==> src/rtl/mpe_pkg.sv <==
package mpe_pkg;
  localparam int          FRAME_LEN = 5;
  localparam logic [7:0]  HDR_BASE  = 8'h87;
  localparam int          BTN_N     = 3;
endpackage

==> src/rtl/mpe_accum.sv <==
module mpe_accum #(
  parameter int ACC_W = 16,
  parameter int IN_W  = 12,
  parameter bit NEG   = 1'b0
) (
  input  logic                    clk_i,
  input  logic                    rst_ni,
  input  logic                    add_i,
  input  logic [IN_W-1:0]         delta_i,
  input  logic                    take_i,
  output logic signed [ACC_W-1:0] acc_o,
  output logic [7:0]              part_o
);
  localparam int SW = ACC_W + 2;
  localparam logic signed [SW-1:0] HI   = {3'b000, {(ACC_W-1){1'b1}}};
  localparam logic signed [SW-1:0] LO   = -HI - 1;
  localparam logic signed [SW-1:0] P127 = 127;
  localparam logic signed [SW-1:0] N127 = -P127;

  logic signed [ACC_W-1:0] acc_q;
  logic signed [SW-1:0]    a_x, d_raw, d_x, t_x, sum, nxt;

  assign a_x   = $signed({{2{acc_q[ACC_W-1]}}, acc_q});
  assign d_raw = $signed({{(SW-IN_W){delta_i[IN_W-1]}}, delta_i});

  generate
    if (NEG) begin : g_neg
      assign d_x = -d_raw;
    end else begin : g_pos
      assign d_x = d_raw;
    end
  endgenerate

  always_comb begin
    if (a_x > P127)      t_x = P127;
    else if (a_x < N127) t_x = N127;
    else                 t_x = a_x;
  end

  always_comb begin
    sum = a_x + (add_i ? d_x : '0) - (take_i ? t_x : '0);
    if (sum > HI)      nxt = HI;
    else if (sum < LO) nxt = LO;
    else               nxt = sum;
  end

  always_ff @(posedge clk_i or negedge rst_ni) begin
    if (!rst_ni) acc_q <= '0;
    else         acc_q <= nxt[ACC_W-1:0];
  end

  assign acc_o  = acc_q;
  assign part_o = t_x[7:0];
endmodule

==> src/rtl/mpe_btn.sv <==
module mpe_btn
  import mpe_pkg::*;
(
  input  logic             clk_i,
  input  logic             rst_ni,
  input  logic [BTN_N-1:0] evt_i,
  input  logic [BTN_N-1:0] down_i,
  input  logic             take_i,
  output logic [BTN_N-1:0] state_o,
  output logic             chg_o
);
  logic [BTN_N-1:0] state_q;
  logic             chg_q;

  always_ff @(posedge clk_i or negedge rst_ni) begin
    if (!rst_ni) begin
      state_q <= '0;
      chg_q   <= 1'b0;
    end else begin
      for (int i = 0; i < BTN_N; i++)
        if (evt_i[i]) state_q[i] <= down_i[i];
      if (|evt_i)      chg_q <= 1'b1;
      else if (take_i) chg_q <= 1'b0;
    end
  end

  assign state_o = state_q;
  assign chg_o   = chg_q;
endmodule

==> src/rtl/mpe_framer.sv <==
module mpe_framer
  import mpe_pkg::*;
#(
  parameter int IDX_W = $clog2(FRAME_LEN)
) (
  input  logic             clk_i,
  input  logic             rst_ni,
  input  logic             sync_i,
  input  logic             report_i,
  input  logic [7:0]       hdr_i,
  input  logic [7:0]       bx_i,
  input  logic [7:0]       by_i,
  output logic             take_o,
  output logic             push_o,
  output logic [7:0]       push_data_o,
  output logic             busy_o,
  output logic [IDX_W-1:0] idx_o
);
  localparam logic [IDX_W-1:0] LAST = IDX_W'(FRAME_LEN - 1);

  logic             busy_q;
  logic [IDX_W-1:0] idx_q;
  logic [7:0]       hdr_q, bx_q, by_q;

  assign take_o = sync_i && !busy_q && report_i;

  always_ff @(posedge clk_i or negedge rst_ni) begin
    if (!rst_ni) begin
      busy_q <= 1'b0;
      idx_q  <= '0;
      hdr_q  <= '0;
      bx_q   <= '0;
      by_q   <= '0;
    end else if (take_o) begin
      busy_q <= 1'b1;
      idx_q  <= '0;
      hdr_q  <= hdr_i;
      bx_q   <= bx_i;
      by_q   <= by_i;
    end else if (busy_q) begin
      if (idx_q == LAST) begin
        busy_q <= 1'b0;
        idx_q  <= '0;
      end else begin
        idx_q <= idx_q + 1'b1;
      end
    end
  end

  always_comb begin
    case (idx_q)
      IDX_W'(0): push_data_o = hdr_q;
      IDX_W'(1): push_data_o = bx_q;
      IDX_W'(2): push_data_o = by_q;
      default:   push_data_o = 8'h00;
    endcase
  end

  assign push_o = busy_q;
  assign busy_o = busy_q;
  assign idx_o  = idx_q;
endmodule

==> src/rtl/mpe_fifo.sv <==
module mpe_fifo #(
  parameter int DEPTH = 8,
  parameter int W     = 8
) (
  input  logic         clk_i,
  input  logic         rst_ni,
  input  logic         push_i,
  input  logic [W-1:0] data_i,
  output logic         valid_o,
  output logic [W-1:0] data_o,
  input  logic         ready_i
);
  localparam int AW = (DEPTH > 1) ? $clog2(DEPTH) : 1;
  localparam logic [AW:0]   FULL = (AW+1)'(DEPTH);
  localparam logic [AW-1:0] LAST = AW'(DEPTH - 1);

  logic [W-1:0]  mem [DEPTH];
  logic [AW-1:0] wr_q, rd_q;
  logic [AW:0]   cnt_q;
  logic          wr_en, rd_en;

  assign wr_en = push_i && (cnt_q != FULL);
  assign rd_en = ready_i && valid_o;

  always_ff @(posedge clk_i) begin
    if (wr_en) mem[wr_q] <= data_i;
  end

  always_ff @(posedge clk_i or negedge rst_ni) begin
    if (!rst_ni) begin
      wr_q  <= '0;
      rd_q  <= '0;
      cnt_q <= '0;
    end else begin
      if (wr_en) wr_q <= (wr_q == LAST) ? '0 : wr_q + 1'b1;
      if (rd_en) rd_q <= (rd_q == LAST) ? '0 : rd_q + 1'b1;
      case ({wr_en, rd_en})
        2'b10:   cnt_q <= cnt_q + 1'b1;
        2'b01:   cnt_q <= cnt_q - 1'b1;
        default: cnt_q <= cnt_q;
      endcase
    end
  end

  assign valid_o = (cnt_q != '0);
  assign data_o  = mem[rd_q];
endmodule

==> src/rtl/mouse_pkt_enc.sv <==
module mouse_pkt_enc
  import mpe_pkg::*;
#(
  parameter int DELTA_W    = 12,
  parameter int ACC_W      = 16,
  parameter int FIFO_DEPTH = 8
) (
  input  logic               clk_i,
  input  logic               rst_ni,
  input  logic               move_valid_i,
  input  logic [DELTA_W-1:0] dx_i,
  input  logic [DELTA_W-1:0] dy_i,
  input  logic [2:0]         btn_evt_i,
  input  logic [2:0]         btn_down_i,
  input  logic               sync_i,
  output logic               out_valid_o,
  output logic [7:0]         out_data_o,
  input  logic               out_ready_i
);
  localparam int IDX_W = $clog2(FRAME_LEN);

  logic signed [ACC_W-1:0] acc_q [2];
  logic [7:0]              part [2];
  logic [DELTA_W-1:0]      delta [2];
  logic [BTN_N-1:0]        btn_state;
  logic                    chg, take, report;
  logic                    fr_push, fr_busy;
  logic [7:0]              fr_data;
  logic [IDX_W-1:0]        fr_idx;

  assign delta[0] = dx_i;
  assign delta[1] = dy_i;

  generate
    for (genvar g = 0; g < 2; g++) begin : g_axis
      mpe_accum #(.ACC_W(ACC_W), .IN_W(DELTA_W), .NEG(g == 1)) u_acc (
        .clk_i   (clk_i),
        .rst_ni  (rst_ni),
        .add_i   (move_valid_i),
        .delta_i (delta[g]),
        .take_i  (take),
        .acc_o   (acc_q[g]),
        .part_o  (part[g])
      );
    end
  endgenerate

  mpe_btn u_btn (
    .clk_i   (clk_i),
    .rst_ni  (rst_ni),
    .evt_i   (btn_evt_i),
    .down_i  (btn_down_i),
    .take_i  (take),
    .state_o (btn_state),
    .chg_o   (chg)
  );

  assign report = chg || (acc_q[0] != '0) || (acc_q[1] != '0);

  mpe_framer #(.IDX_W(IDX_W)) u_frm (
    .clk_i       (clk_i),
    .rst_ni      (rst_ni),
    .sync_i      (sync_i),
    .report_i    (report),
    .hdr_i       (HDR_BASE ^ {5'b0, btn_state}),
    .bx_i        (part[0]),
    .by_i        (part[1]),
    .take_o      (take),
    .push_o      (fr_push),
    .push_data_o (fr_data),
    .busy_o      (fr_busy),
    .idx_o       (fr_idx)
  );

  mpe_fifo #(.DEPTH(FIFO_DEPTH), .W(8)) u_fifo (
    .clk_i   (clk_i),
    .rst_ni  (rst_ni),
    .push_i  (fr_push),
    .data_i  (fr_data),
    .valid_o (out_valid_o),
    .data_o  (out_data_o),
    .ready_i (out_ready_i)
  );
endmodule

==> config.mk <==
export PLATFORM = sky130hd
export DESIGN_NAME = mouse_pkt_enc
export DESIGN_NICKNAME = d
export VERILOG_FILES = /design/src/rtl/mpe_pkg.sv /design/src/rtl/mpe_accum.sv /design/src/rtl/mpe_btn.sv /design/src/rtl/mpe_framer.sv /design/src/rtl/mpe_fifo.sv /design/src/rtl/mouse_pkt_enc.sv
export SDC_FILE = /design/constraint.sdc
export NUM_CORES = 1
export LEC_CHECK = 0
export ABC_AREA = 1
export BUFFER_PORTS_ARGS = -buffer_cell sky130_fd_sc_hd__clkbuf_2
export CAP_MARGIN = 5
export CORE_ASPECT_RATIO = 1.2
export CORE_MARGIN = 2
export CORE_UTILIZATION = 50
export DETAILED_ROUTE_END_ITERATION = 10
export PLACE_DENSITY = 0.65
export SLEW_MARGIN = 0
export SYNTH_ARGS = -nofsm -noshare
export SYNTH_HDL_FRONTEND = slang
export SYNTH_SLANG_ARGS = --single-unit
==> constraint.sdc <==
create_clock -name clk_i -period 7.9 [get_ports clk_i]
set_clock_uncertainty 0.05 [all_clocks]
set_input_delay 1.58 -clock clk_i [delete_from_list [all_inputs] [get_ports clk_i]]
set_output_delay 1.58 -clock clk_i [all_outputs]
set_load 0.01 [all_outputs]
==> metrics.cfg <==
[yosys]
synth_flop_cell = dfrtp_1
synth_mux_area_frac = 0.00376
synth-xor-area-share = 0.0293
yosys.area_share.simple = 0.208
synthArstFlopShare = 0.522
synth_cell_types = 41
avgSynthCellArea_um2 = 8.24
synth_area_mm2 = 0.00898
ys_ff_latch = 134
syn-num-nets = 1209
synth_edf_count = 64
synth_fa_ha_area_frac = 0.145
yosys_warnings = 0
syn_inst = 1090
synth-compound-area-share = 0.117
yosysSeqAreaShare = 0.409
synth_top_family_by_area = simple AND/OR/NAND/NOR gates

[timing]
setup_violations = 0
post-route-period-util = 0.661
slew_violations = 0
setup_tns_ns = 0
fmax_mhz = 192
rsz0062_at_grt = no
hold_viol = 0
relSlewSlack = 0.227
period_minus_slack_ns = 5.22
tightest_slew_ns = 1.16

[critical_path]
crit_arrival_ns = 5.44
critPathBufInv = 6
start_kind = input pin
cp_slowest_stage_delay_ns = 0.51
critPathSlowestCell = o21ai_2
cp_cell_sequence = clkbuf_2, inv_1, ha_1, inv_1, nor2_1, inv_1, nor2_1, nand2_1, nor2_1, inv_1, nor2_1, nand3_1, o21ai_0, fa_1, inv_1, ha_1, a21oi_1, o21ai_0, a21oi_1, nand2_1, nand2_1, nand2_1, o21ai_2, nand2_1
path_max_fanout = 15
worstSetupEndpointType = flip-flop
cp_data_required_time_ns = 8.12
critical_path_class = in -> reg
crit_family = compound AO/OA/AOI/OAI gates

[routing]
first_pass_iters = 4
num_vias = 7010
wire_per_inst_um = 15.0
via_per_inst = 5.14
wirelength_um = 20400
antenna_left = 0
drc = 0
drt_iter0_markers = 428

[layout]
nFillCells = 1632
final_nets = 1250
regArea_mm2 = 0.00367
layout_common_cells = nand2_1, inv_1, nor2_1, o21ai_0, dfrtp_1
mostFrequentLayoutCell = nand2_1
antenna_cells = 0
syn_to_final_growth_pct = 10.8
final_cell_area_mm2 = 0.00995
drive_gt1_frac = 0.0979
multiInputGateArea_mm2 = 0.00452

[floorplanning]
die_y_um = 151
fp.dieArea_mm2 = 0.0191
io_pins = 44
floorplan.initialDensity = 0.511
rows = 53
die_w_um = 126
coreArea_mm2 = 0.0176

[clock_network]
clk_latency_ns = 0.42
cts_hold_buf = 0
cts_tree = yes
ctsResizeCount = 0
postCtsSetupRepairBufs = 0
htree_levels = 4
cts.root.buffer_cell = clkbuf_16
clock_sinks = 134
clock_path_buffers = 2
cts_inserted_buffers = 17
clkTransAtPathRegs_ns = 0.06

[placement]
port_buffers = 43
place_hpwl_um = 15500
place_area_mm2 = 0.00937
gp_congestion = 0.895

[global_routing]
overflow = 0
grt_first_pass_wirelength_um = 33800
grt_max_degree = 71
grt_pass1_vias = 6936
gr-usage-all-layers = 0.226
antenna_found_initial = 0

[worst_hold_path]
hold_class = reg -> reg

[run]
maxCapViolCount = 0

[status]
outcome = finished clean

through the flow:
step	instances	util	worst slack, ns	hold WS [ns]
finish	1364	0.566	2.68	0.429
CTS	1364	0.566	2.73	0.428
global route	1364	0.566	2.22	0.438
global placement	1332	0.533	2.47	0.406
floorplan	1090	-	3.15	0.386
detailed placement	1332	0.533	2.34	0.414
Yosys cell counts, types with 5 or more instances:
cell,number,area share
inv_1,176,0.074
nand2_2,7,0.0049
nand4_1,5,0.0035
nand2_1,237,0.099
xnor2_1,16,0.016
a21oi_1,59,0.033
dfrtp_1,70,0.20
edfxtp_1,64,0.21
nor2_1,141,0.059
xor2_1,14,0.014
nand3_2,7,0.0078
o21ai_0,82,0.046
ha_1,50,0.070
fa_1,34,0.076
o22ai_1,11,0.0077
clkbuf_1,16,0.0067
nor3_1,8,0.0045
nand3_1,31,0.017
or2_2,6,0.0042
a31oi_1,15,0.010
flip-flops by register name, summed over array words and instances (netlist names):
name,cells
g_axis.u_acc.acc_o,32
u_btn.chg_o,1
u_btn.state_o,3
u_fifo.cnt_q,4
u_fifo.mem,64
u_fifo.rd_q,3
u_fifo.wr_q,3
u_frm.busy_o,1
u_frm.bx_q,8
u_frm.by_q,8
u_frm.hdr_q,4
u_frm.idx_o,3
layout make-up:
cell class | count | share of cell area
Clock inverter | 15 | 0.0155
Multi-Input combinational cell | 755 | 0.454
Tap cell | 220 | 0.0277
Sequential cell | 134 | 0.369
Timing Repair Buffer | 45 | 0.0231
Clock buffer | 17 | 0.0428
Inverter | 178 | 0.0672
final timing paths:
kind / start / endpoint / slack (ns) / cells past startpoint
setup / recovery: dy_i[0] / g_axis[1].u_acc.acc_o[0] / 2.68 / 24
hold / removal: u_frm.hdr_q[7] / u_frm.hdr_q[7] / 0.43 / 1
setup reg to reg: g_axis[1].u_acc.acc_o[15] / g_axis[1].u_acc.acc_o[0] / 3.30 / 19
hold reg to reg: u_frm.hdr_q[7] / u_frm.hdr_q[7] / 0.43 / 1
max in group asynchronous: rst_ni / g_axis[0].u_acc.acc_o[5] / 5.93 / 2
min in group asynchronous: rst_ni / u_fifo.rd_q[1] / 1.31 / 2
worst register-to-register path: stages, from the launching register on:
cell,delay (ns)
dfrtp_1,0.46
inv_1,0.19
nor3_1,0.24
nand3_1,0.12
ha_1,0.33
inv_1,0.35
nand2_1,0.09
nand2_1,0.08
nand2_1,0.13
fa_1,0.57
inv_1,0.07
fa_1,0.47
o21ai_2,0.24
nand2_1,0.10
nand3_2,0.11
nand2_1,0.08
nand3_1,0.08
nand2_1,0.09
o21ai_2,0.49
nand2_1,0.14
per-layer routing:
metal  GRT usage  vias up  wire length, um
met2       0.391      122            10400
met5           0        -                0
met4      0.0841        0              444
li1            -     3593                -
met3      0.0378       30              548
met1       0.285     3265             9050
kinds of logic (layout without fill, tap and decap cells):
logic type | Yosys count | after routing
buffers and inverters | 201 | 255
DFF | 134 | 134
AOI/OAI and AO/OA | 188 | 188
adders and majority gates | 84 | 84
and+or+nand+nor | 450 | 450
xor gates and xnor gates | 30 | 30
muxes | 3 | 3
Power is left out: the tool's default activity adds up to more than one toggle a clock period on the data nets, which glitch-free logic cannot reach.
